===== src/rtl/ta_pkg.sv =====
package ta_pkg;

  typedef struct packed {
    logic grant;
    logic isWrite;
  } taStrobe_t;

  function automatic int clampOne(input int v);
    return (v < 1) ? 1 : v;
  endfunction

  function automatic int maxInt(input int a, input int b);
    return (a > b) ? a : b;
  endfunction

endpackage


===== src/rtl/ta_datapath.sv =====
module ta_datapath
  import ta_pkg::*;
#(
  parameter int RD_LAT    = 5,
  parameter int WR_LAT    = 4,
  parameter int BURST     = 4,
  parameter int NUM_RANKS = 2,
  parameter int WTR_W     = 3,
  parameter int RANK_W    = 1
) (
  input  logic                 clk,
  input  logic                 rstN,
  input  logic [1:0]           cfgRdToWr,
  input  logic [1:0]           cfgWrToRd,
  input  logic [1:0]           cfgRdToRdX,
  input  logic [WTR_W-1:0]     cfgWtr,
  input  taStrobe_t            strobe,
  input  logic [RANK_W-1:0]    grantRank,
  output logic [NUM_RANKS-1:0] rdClear,
  output logic                 wrClear
);

  localparam int MAX_DELAY  = RD_LAT + WR_LAT + BURST + (1 << WTR_W) + 8;
  localparam int CNT_W      = $clog2(MAX_DELAY + 1);
  localparam int RD_WR_BASE = RD_LAT + BURST + 1 - WR_LAT;
  localparam int WR_RD_BASE = WR_LAT + BURST + 1 - RD_LAT;
  localparam int WR_RD_MIN  = clampOne(WR_RD_BASE) - 1;
  localparam int RD_WR_MIN  = clampOne(RD_WR_BASE) - 1;

  // Reload values are the gap minus one: the counter reads that value in the
  // cycle after the grant and reaches zero in the first allowed cycle.
  logic [CNT_W-1:0] nRdSame, nRdOther, nRdWr, nWrWr, nWrRdOther, nWrRdSame;

  always_comb begin
    int wrRdTurn;
    int wtrGap;
    wrRdTurn   = clampOne(WR_RD_BASE + int'(cfgWrToRd)) - 1;
    wtrGap     = clampOne(WR_LAT + BURST - 1 + int'(cfgWtr)) - 1;
    nRdSame    = CNT_W'(BURST - 1);
    nRdOther   = CNT_W'(BURST + int'(cfgRdToRdX));
    nRdWr      = CNT_W'(clampOne(RD_WR_BASE + int'(cfgRdToWr)) - 1);
    nWrWr      = CNT_W'(BURST - 1);
    nWrRdOther = CNT_W'(wrRdTurn);
    nWrRdSame  = CNT_W'(maxInt(wrRdTurn, wtrGap));
  end

  logic [CNT_W-1:0] rdWait [NUM_RANKS];
  logic [CNT_W-1:0] wrWait;

  for (genvar r = 0; r < NUM_RANKS; r++) begin : g_rank
    logic [CNT_W-1:0] decd, need, nxt;
    logic             sameRank;

    always_comb begin
      sameRank = (RANK_W'(r) == grantRank);
      decd     = (rdWait[r] == '0) ? '0 : rdWait[r] - 1'b1;
      if (strobe.isWrite) need = sameRank ? nWrRdSame : nWrRdOther;
      else                need = sameRank ? nRdSame   : nRdOther;
      nxt = (strobe.grant && (need > decd)) ? need : decd;
    end

    always_ff @(posedge clk) begin
      if (!rstN) rdWait[r] <= '0;
      else       rdWait[r] <= nxt;
    end

    assign rdClear[r] = (rdWait[r] == '0);

    if (WR_RD_MIN > 0) begin : g_chk
      a_r6_write_blocks_reads: assert property (@(posedge clk) disable iff (!rstN)
        (strobe.grant && strobe.isWrite) |=> !rdClear[r]);
    end
  end

  logic [CNT_W-1:0] wrDecd, wrNeed, wrNext;

  always_comb begin
    wrDecd = (wrWait == '0) ? '0 : wrWait - 1'b1;
    wrNeed = strobe.isWrite ? nWrWr : nRdWr;
    wrNext = (strobe.grant && (wrNeed > wrDecd)) ? wrNeed : wrDecd;
  end

  always_ff @(posedge clk) begin
    if (!rstN) wrWait <= '0;
    else       wrWait <= wrNext;
  end

  assign wrClear = (wrWait == '0);

  a_r2_wrwait_counts_down: assert property (@(posedge clk) disable iff (!rstN)
    (!strobe.grant && wrWait != '0) |=> (wrWait == $past(wrWait) - 1'b1));

  if (RD_WR_MIN > 0) begin : g_rdwr_chk
    a_r5_read_blocks_writes: assert property (@(posedge clk) disable iff (!rstN)
      (strobe.grant && !strobe.isWrite) |=> !wrClear);
  end

endmodule


===== src/rtl/ta_control.sv =====
module ta_control
  import ta_pkg::*;
#(
  parameter int NUM_RANKS = 2,
  parameter int RANK_W    = 1
) (
  input  logic                 clk,
  input  logic                 rstN,
  input  logic                 cmdValid,
  input  logic                 cmdIsWrite,
  input  logic [RANK_W-1:0]    cmdRank,
  input  logic [NUM_RANKS-1:0] rdClear,
  input  logic                 wrClear,
  output taStrobe_t            strobe,
  output logic                 cmdReady,
  output logic                 issueValid,
  output logic                 issueIsWrite,
  output logic [RANK_W-1:0]    issueRank
);

  logic rankOk, classClear;

  always_comb begin
    rankOk     = (int'(cmdRank) < NUM_RANKS);
    classClear = 1'b0;
    if (cmdIsWrite) classClear = wrClear;
    else if (rankOk) classClear = rdClear[cmdRank];
    cmdReady       = cmdValid && rankOk && classClear;
    strobe.grant   = cmdReady;
    strobe.isWrite = cmdIsWrite;
  end

  assign issueValid   = cmdReady;
  assign issueIsWrite = cmdIsWrite;
  assign issueRank    = cmdRank;

  a_r2_grant_needs_valid: assert property (@(posedge clk) disable iff (!rstN)
    cmdReady |-> cmdValid);

endmodule


===== src/rtl/bus_turnaround.sv =====
module bus_turnaround
  import ta_pkg::*;
#(
  parameter int RD_LAT    = 5,
  parameter int WR_LAT    = 4,
  parameter int BURST     = 4,
  parameter int NUM_RANKS = 2,
  parameter int WTR_W     = 3,
  localparam int RANK_W   = (NUM_RANKS > 1) ? $clog2(NUM_RANKS) : 1
) (
  input  logic              clk,
  input  logic              rstN,
  input  logic [1:0]        cfgRdToWr,
  input  logic [1:0]        cfgWrToRd,
  input  logic [1:0]        cfgRdToRdX,
  input  logic [WTR_W-1:0]  cfgWtr,
  input  logic              cmdValid,
  input  logic              cmdIsWrite,
  input  logic [RANK_W-1:0] cmdRank,
  output logic              cmdReady,
  output logic              issueValid,
  output logic              issueIsWrite,
  output logic [RANK_W-1:0] issueRank
);

  taStrobe_t            strobe;
  logic [NUM_RANKS-1:0] rdClear;
  logic                 wrClear;

  ta_control #(.NUM_RANKS(NUM_RANKS), .RANK_W(RANK_W)) u_ctrl (
    .clk(clk), .rstN(rstN),
    .cmdValid(cmdValid), .cmdIsWrite(cmdIsWrite), .cmdRank(cmdRank),
    .rdClear(rdClear), .wrClear(wrClear),
    .strobe(strobe), .cmdReady(cmdReady),
    .issueValid(issueValid), .issueIsWrite(issueIsWrite), .issueRank(issueRank)
  );

  ta_datapath #(
    .RD_LAT(RD_LAT), .WR_LAT(WR_LAT), .BURST(BURST),
    .NUM_RANKS(NUM_RANKS), .WTR_W(WTR_W), .RANK_W(RANK_W)
  ) u_dp (
    .clk(clk), .rstN(rstN),
    .cfgRdToWr(cfgRdToWr), .cfgWrToRd(cfgWrToRd), .cfgRdToRdX(cfgRdToRdX),
    .cfgWtr(cfgWtr), .strobe(strobe), .grantRank(cmdRank),
    .rdClear(rdClear), .wrClear(wrClear)
  );

endmodule


===== config.mk =====
export PLATFORM = sky130hd
export DESIGN_NAME = bus_turnaround
export DESIGN_NICKNAME = d
export VERILOG_FILES = /design/src/rtl/ta_pkg.sv /design/src/rtl/ta_datapath.sv /design/src/rtl/ta_control.sv /design/src/rtl/bus_turnaround.sv
export SDC_FILE = /design/constraint.sdc
export NUM_CORES = 1
export LEC_CHECK = 0
export CORE_ASPECT_RATIO = 1.75
export CORE_UTILIZATION = 39
export DETAILED_ROUTE_END_ITERATION = 10
export SYNTH_ARGS = -nofsm -noshare
export SYNTH_HDL_FRONTEND = slang
export SYNTH_SLANG_ARGS = --single-unit

===== constraint.sdc =====
create_clock -name clk -period 4.3 [get_ports clk]
set_input_delay 0.43 -clock clk [delete_from_list [all_inputs] [get_ports clk]]
set_output_delay 0.43 -clock clk [all_outputs]
set_load 0.02 [all_outputs]

==> results.cfg <==
[die]
die_h_um = 90.2
core_area_sq_mm = 0.00419
row_count = 31
die_w_um = 52.4
initial_core_util_pct = 41.4
die-area_sq_mm = 0.00473
ioPinCount = 18

[cts]
clk_pin_slew_ns = 0.06
htreeDepth = 1
postCtsHoldBufs = 0
insertion_delay_ns = 0.25
cts_tree = done
cts_buffers = 3
clockBufferDepth = 2
ctsRootBufferMaster = clkbuf_8
clock_sinks = 15

[logic_synthesis]
ys_warn_count = 0
syn_nets = 262
ys_types = 48
avgSynthCellArea_sq_um = 7.82
async_reset_ff_share_pct = 0
yosysSeqAreaShare_pct = 17.3
ys_ff_latch = 15
synth-main-ff-cell = dfxtp_1
synth-edff-count = 0
syn_area_sq_mm = 0.00174
syn_inst = 222

[final_layout]
mostFrequentLayoutCells = nor2_1 (30), inv_1 (26), ha_1 (26)
regArea_sq_um = 300
multi_input_area_sq_mm = 0.00134
nFillCells = 408
antennaDiodeCount = 0
area_growth_pct = 26.8
fin_nets = 299
final_common_cell = nor2_1
stdcell_area_sq_mm = 0.00220
drive_gt1_share_pct = 21.7

[setup_path]
criticalPathCategory = in -> reg
crit_buf_inv = 2
crit_top_cell = ha_1
required_ns = 4.48
critPathSlowestCell = clkdlybuf4s50_1
crit_path_max_fanout = 7
cp-start-kind = input port
crit_arrival_ns = 4.30
endpoint_kind = flip-flop
crit_family = compound AO/OA/AOI/OAI gates
cpPeakStageDelay_ns = 0.50
crit_chain = clkdlybuf4s50_1 > inv_1 > ha_1 > or4b_4 > a21boi_2 > ha_1 > nand3_1 > o211a_4 > a21oi_4 > a21bo_2 > a22oi_2 > ha_1 > o21ai_0 > a21oi_1 > o311ai_4 > mux2_4 > nor2_1

[route]
viasPerCell = 5.43
num_vias = 1666
antenna_left = 0
drc_errors = 0
wirelength_um = 4300
first_pass_iters = 4
wl_per_cell_um = 14.0
drt_iter0_drc = 34

[timing]
slew_viol_final = 0
report.final.setup_viol = 0
maxSlewHeadroom_pct = 52.2
finalCritPeriodShare_pct = 95.7
hold_viol = 0
tightest_slew_ns = 0.714
fmax_mhz = 243
fin_skew_ns = 0.00301
period_minus_slack_ns = 4.11
hold_slack_ns = 0.529

[global_route]
overflow = 0
track_usage_pct = 19.6
antenna_found_initial = 0
grt_pass1_wl_um = 7020
grt_pass1_vias = 1612
grt_max_degree = 20

[pwr]
internal_power_uw = 614
ir_drop_uv = 272
leakage_uw = 0.00102
p_clk_share_pct = 10.3
p_switching_uw = 501
power.density_mw_per_mm2 = 507
seq_power_share_pct = 18.9
swShare_pct = 44.9
power_frac_comb_pct = 70.9

[place]
io_buffers = 17
routabilityCongestion = 0.796
place_hpwl_um = 3620
postPlaceCellArea_sq_mm = 0.00208

[min_path]
hold_class = reg -> reg

[run]
maxCapViolations = 0

[run_status]
status = finished clean
==> power groups by stage <==
stage / sequential [uW] / clock [uW] / combinational [uW]
after global routing: 215 / 124 / 883
after detailed placement: 214 / 0 / 761
after CTS: 211 / 116 / 771
after global placement: 213 / 0 / 750
final: 210 / 115 / 790
after floorplan: 205 / 0 / 580
==> logic make-up after synthesis <==
group / synth area share (%)
AO/OA/AOI/OAI: 22.1
XOR/XNOR: 4.04
adder cells (fa/ha/maj): 18.7
buffers and inverters: 8.65
flip-flops: 17.3
multiplexers: 4.18
AND/OR/NAND/NOR: 25.0
==> registers in the layout, indices dropped and copies added, names as in the netlist <==
register / count
u_dp.rdWait: 10
u_dp.wrWait: 5
==> worst register-to-register path, cell delays in order (launching register included) <==
cell and delay, ns:
dfxtp_1 0.38, inv_1 0.06, ha_1 0.23, nor4b_2 0.20, or2_2 0.30, ha_1 0.29, nor2b_1 0.13, o21a_1 0.16
o21a_1 0.17, o2111ai_2 0.33, mux2i_1 0.26, and2_1 0.14
==> final timing paths <==
check | depth (start not counted) | slack (ns) | to | start
min reg2reg | 2 | 0.53 | u_dp.wrWait[4]$_SDFF_PN0_ | u_dp.wrWait[4]$_SDFF_PN0_
min | 2 | 0.53 | u_dp.wrWait[4]$_SDFF_PN0_ | u_dp.wrWait[4]$_SDFF_PN0_
max reg2reg | 11 | 1.60 | u_dp.wrWait[2]$_SDFF_PN0_ | u_dp.wrWait[0]$_SDFF_PN0_
max | 17 | 0.19 | u_dp.rdWait[1][4]$_SDFF_PN0_ | cfgWtr[0]
==> Yosys cell counts, types with 4 or more instances <==
| master | number | share of area [%] |
|---|---|---|
| xor2_1 | 4 | 2.0 |
| a21oi_1 | 9 | 2.6 |
| nor2b_1 | 4 | 1.4 |
| dfxtp_1 | 15 | 17 |
| ha_1 | 26 | 19 |
| xnor2_1 | 4 | 2.0 |
| o21ai_0 | 8 | 2.3 |
| nor3_1 | 7 | 2.0 |
| mux2i_1 | 5 | 2.9 |
| nand2b_1 | 4 | 1.4 |
| nand3_1 | 7 | 2.0 |
| clkbuf_1 | 4 | 0.86 |
| nor2_1 | 30 | 6.5 |
| inv_1 | 26 | 5.6 |
| nand2_1 | 18 | 3.9 |
==> layer usage <==
| metal | vias to the layer above | GRT usage (%) | wire [um] |
|---|---|---|---|
| met1 | 769 | 18.8 | 1540 |
| met3 | 11 | 1.02 | 102 |
| met4 | 0 | 9.43 | 138 |
| met5 | - | 0 | 0 |
| met2 | 46 | 38.4 | 2520 |
| li1 | 840 | - | - |
==> area by class of cell <==
| cell class | instances | share of cell area (%) |
|---|---|---|
| clock inverters | 1 | 0.227 |
| inverters | 26 | 4.43 |
| well taps | 49 | 2.79 |
| multi-input cells | 171 | 60.8 |
| flip-flops and latches | 15 | 13.6 |
| clock buffers | 3 | 1.88 |
| repair buffers | 42 | 16.3 |
==> timing repair <==
action	in CTS	in global routing
gates resized for setup	2	9
setup buffers	1	2
pin swaps	1	10
endpoints found under the setup margin	6	10
==> metrics by stage <==
step	worst slack (ns)	TNS, ns	power, uW	instances	utilization, %
after CTS	0.00900	0	1100	305	51.1
after global placement	-0.246	-1.92	963	300	49.6
after floorplan	0.405	0	786	222	-
after global routing	-0.00545	-0.00545	1220	307	52.5
final	0.186	0	1120	307	52.5
after detailed placement	-0.352	-2.55	975	300	49.6
No activity file was read; power rests on OpenSTA's default activity.
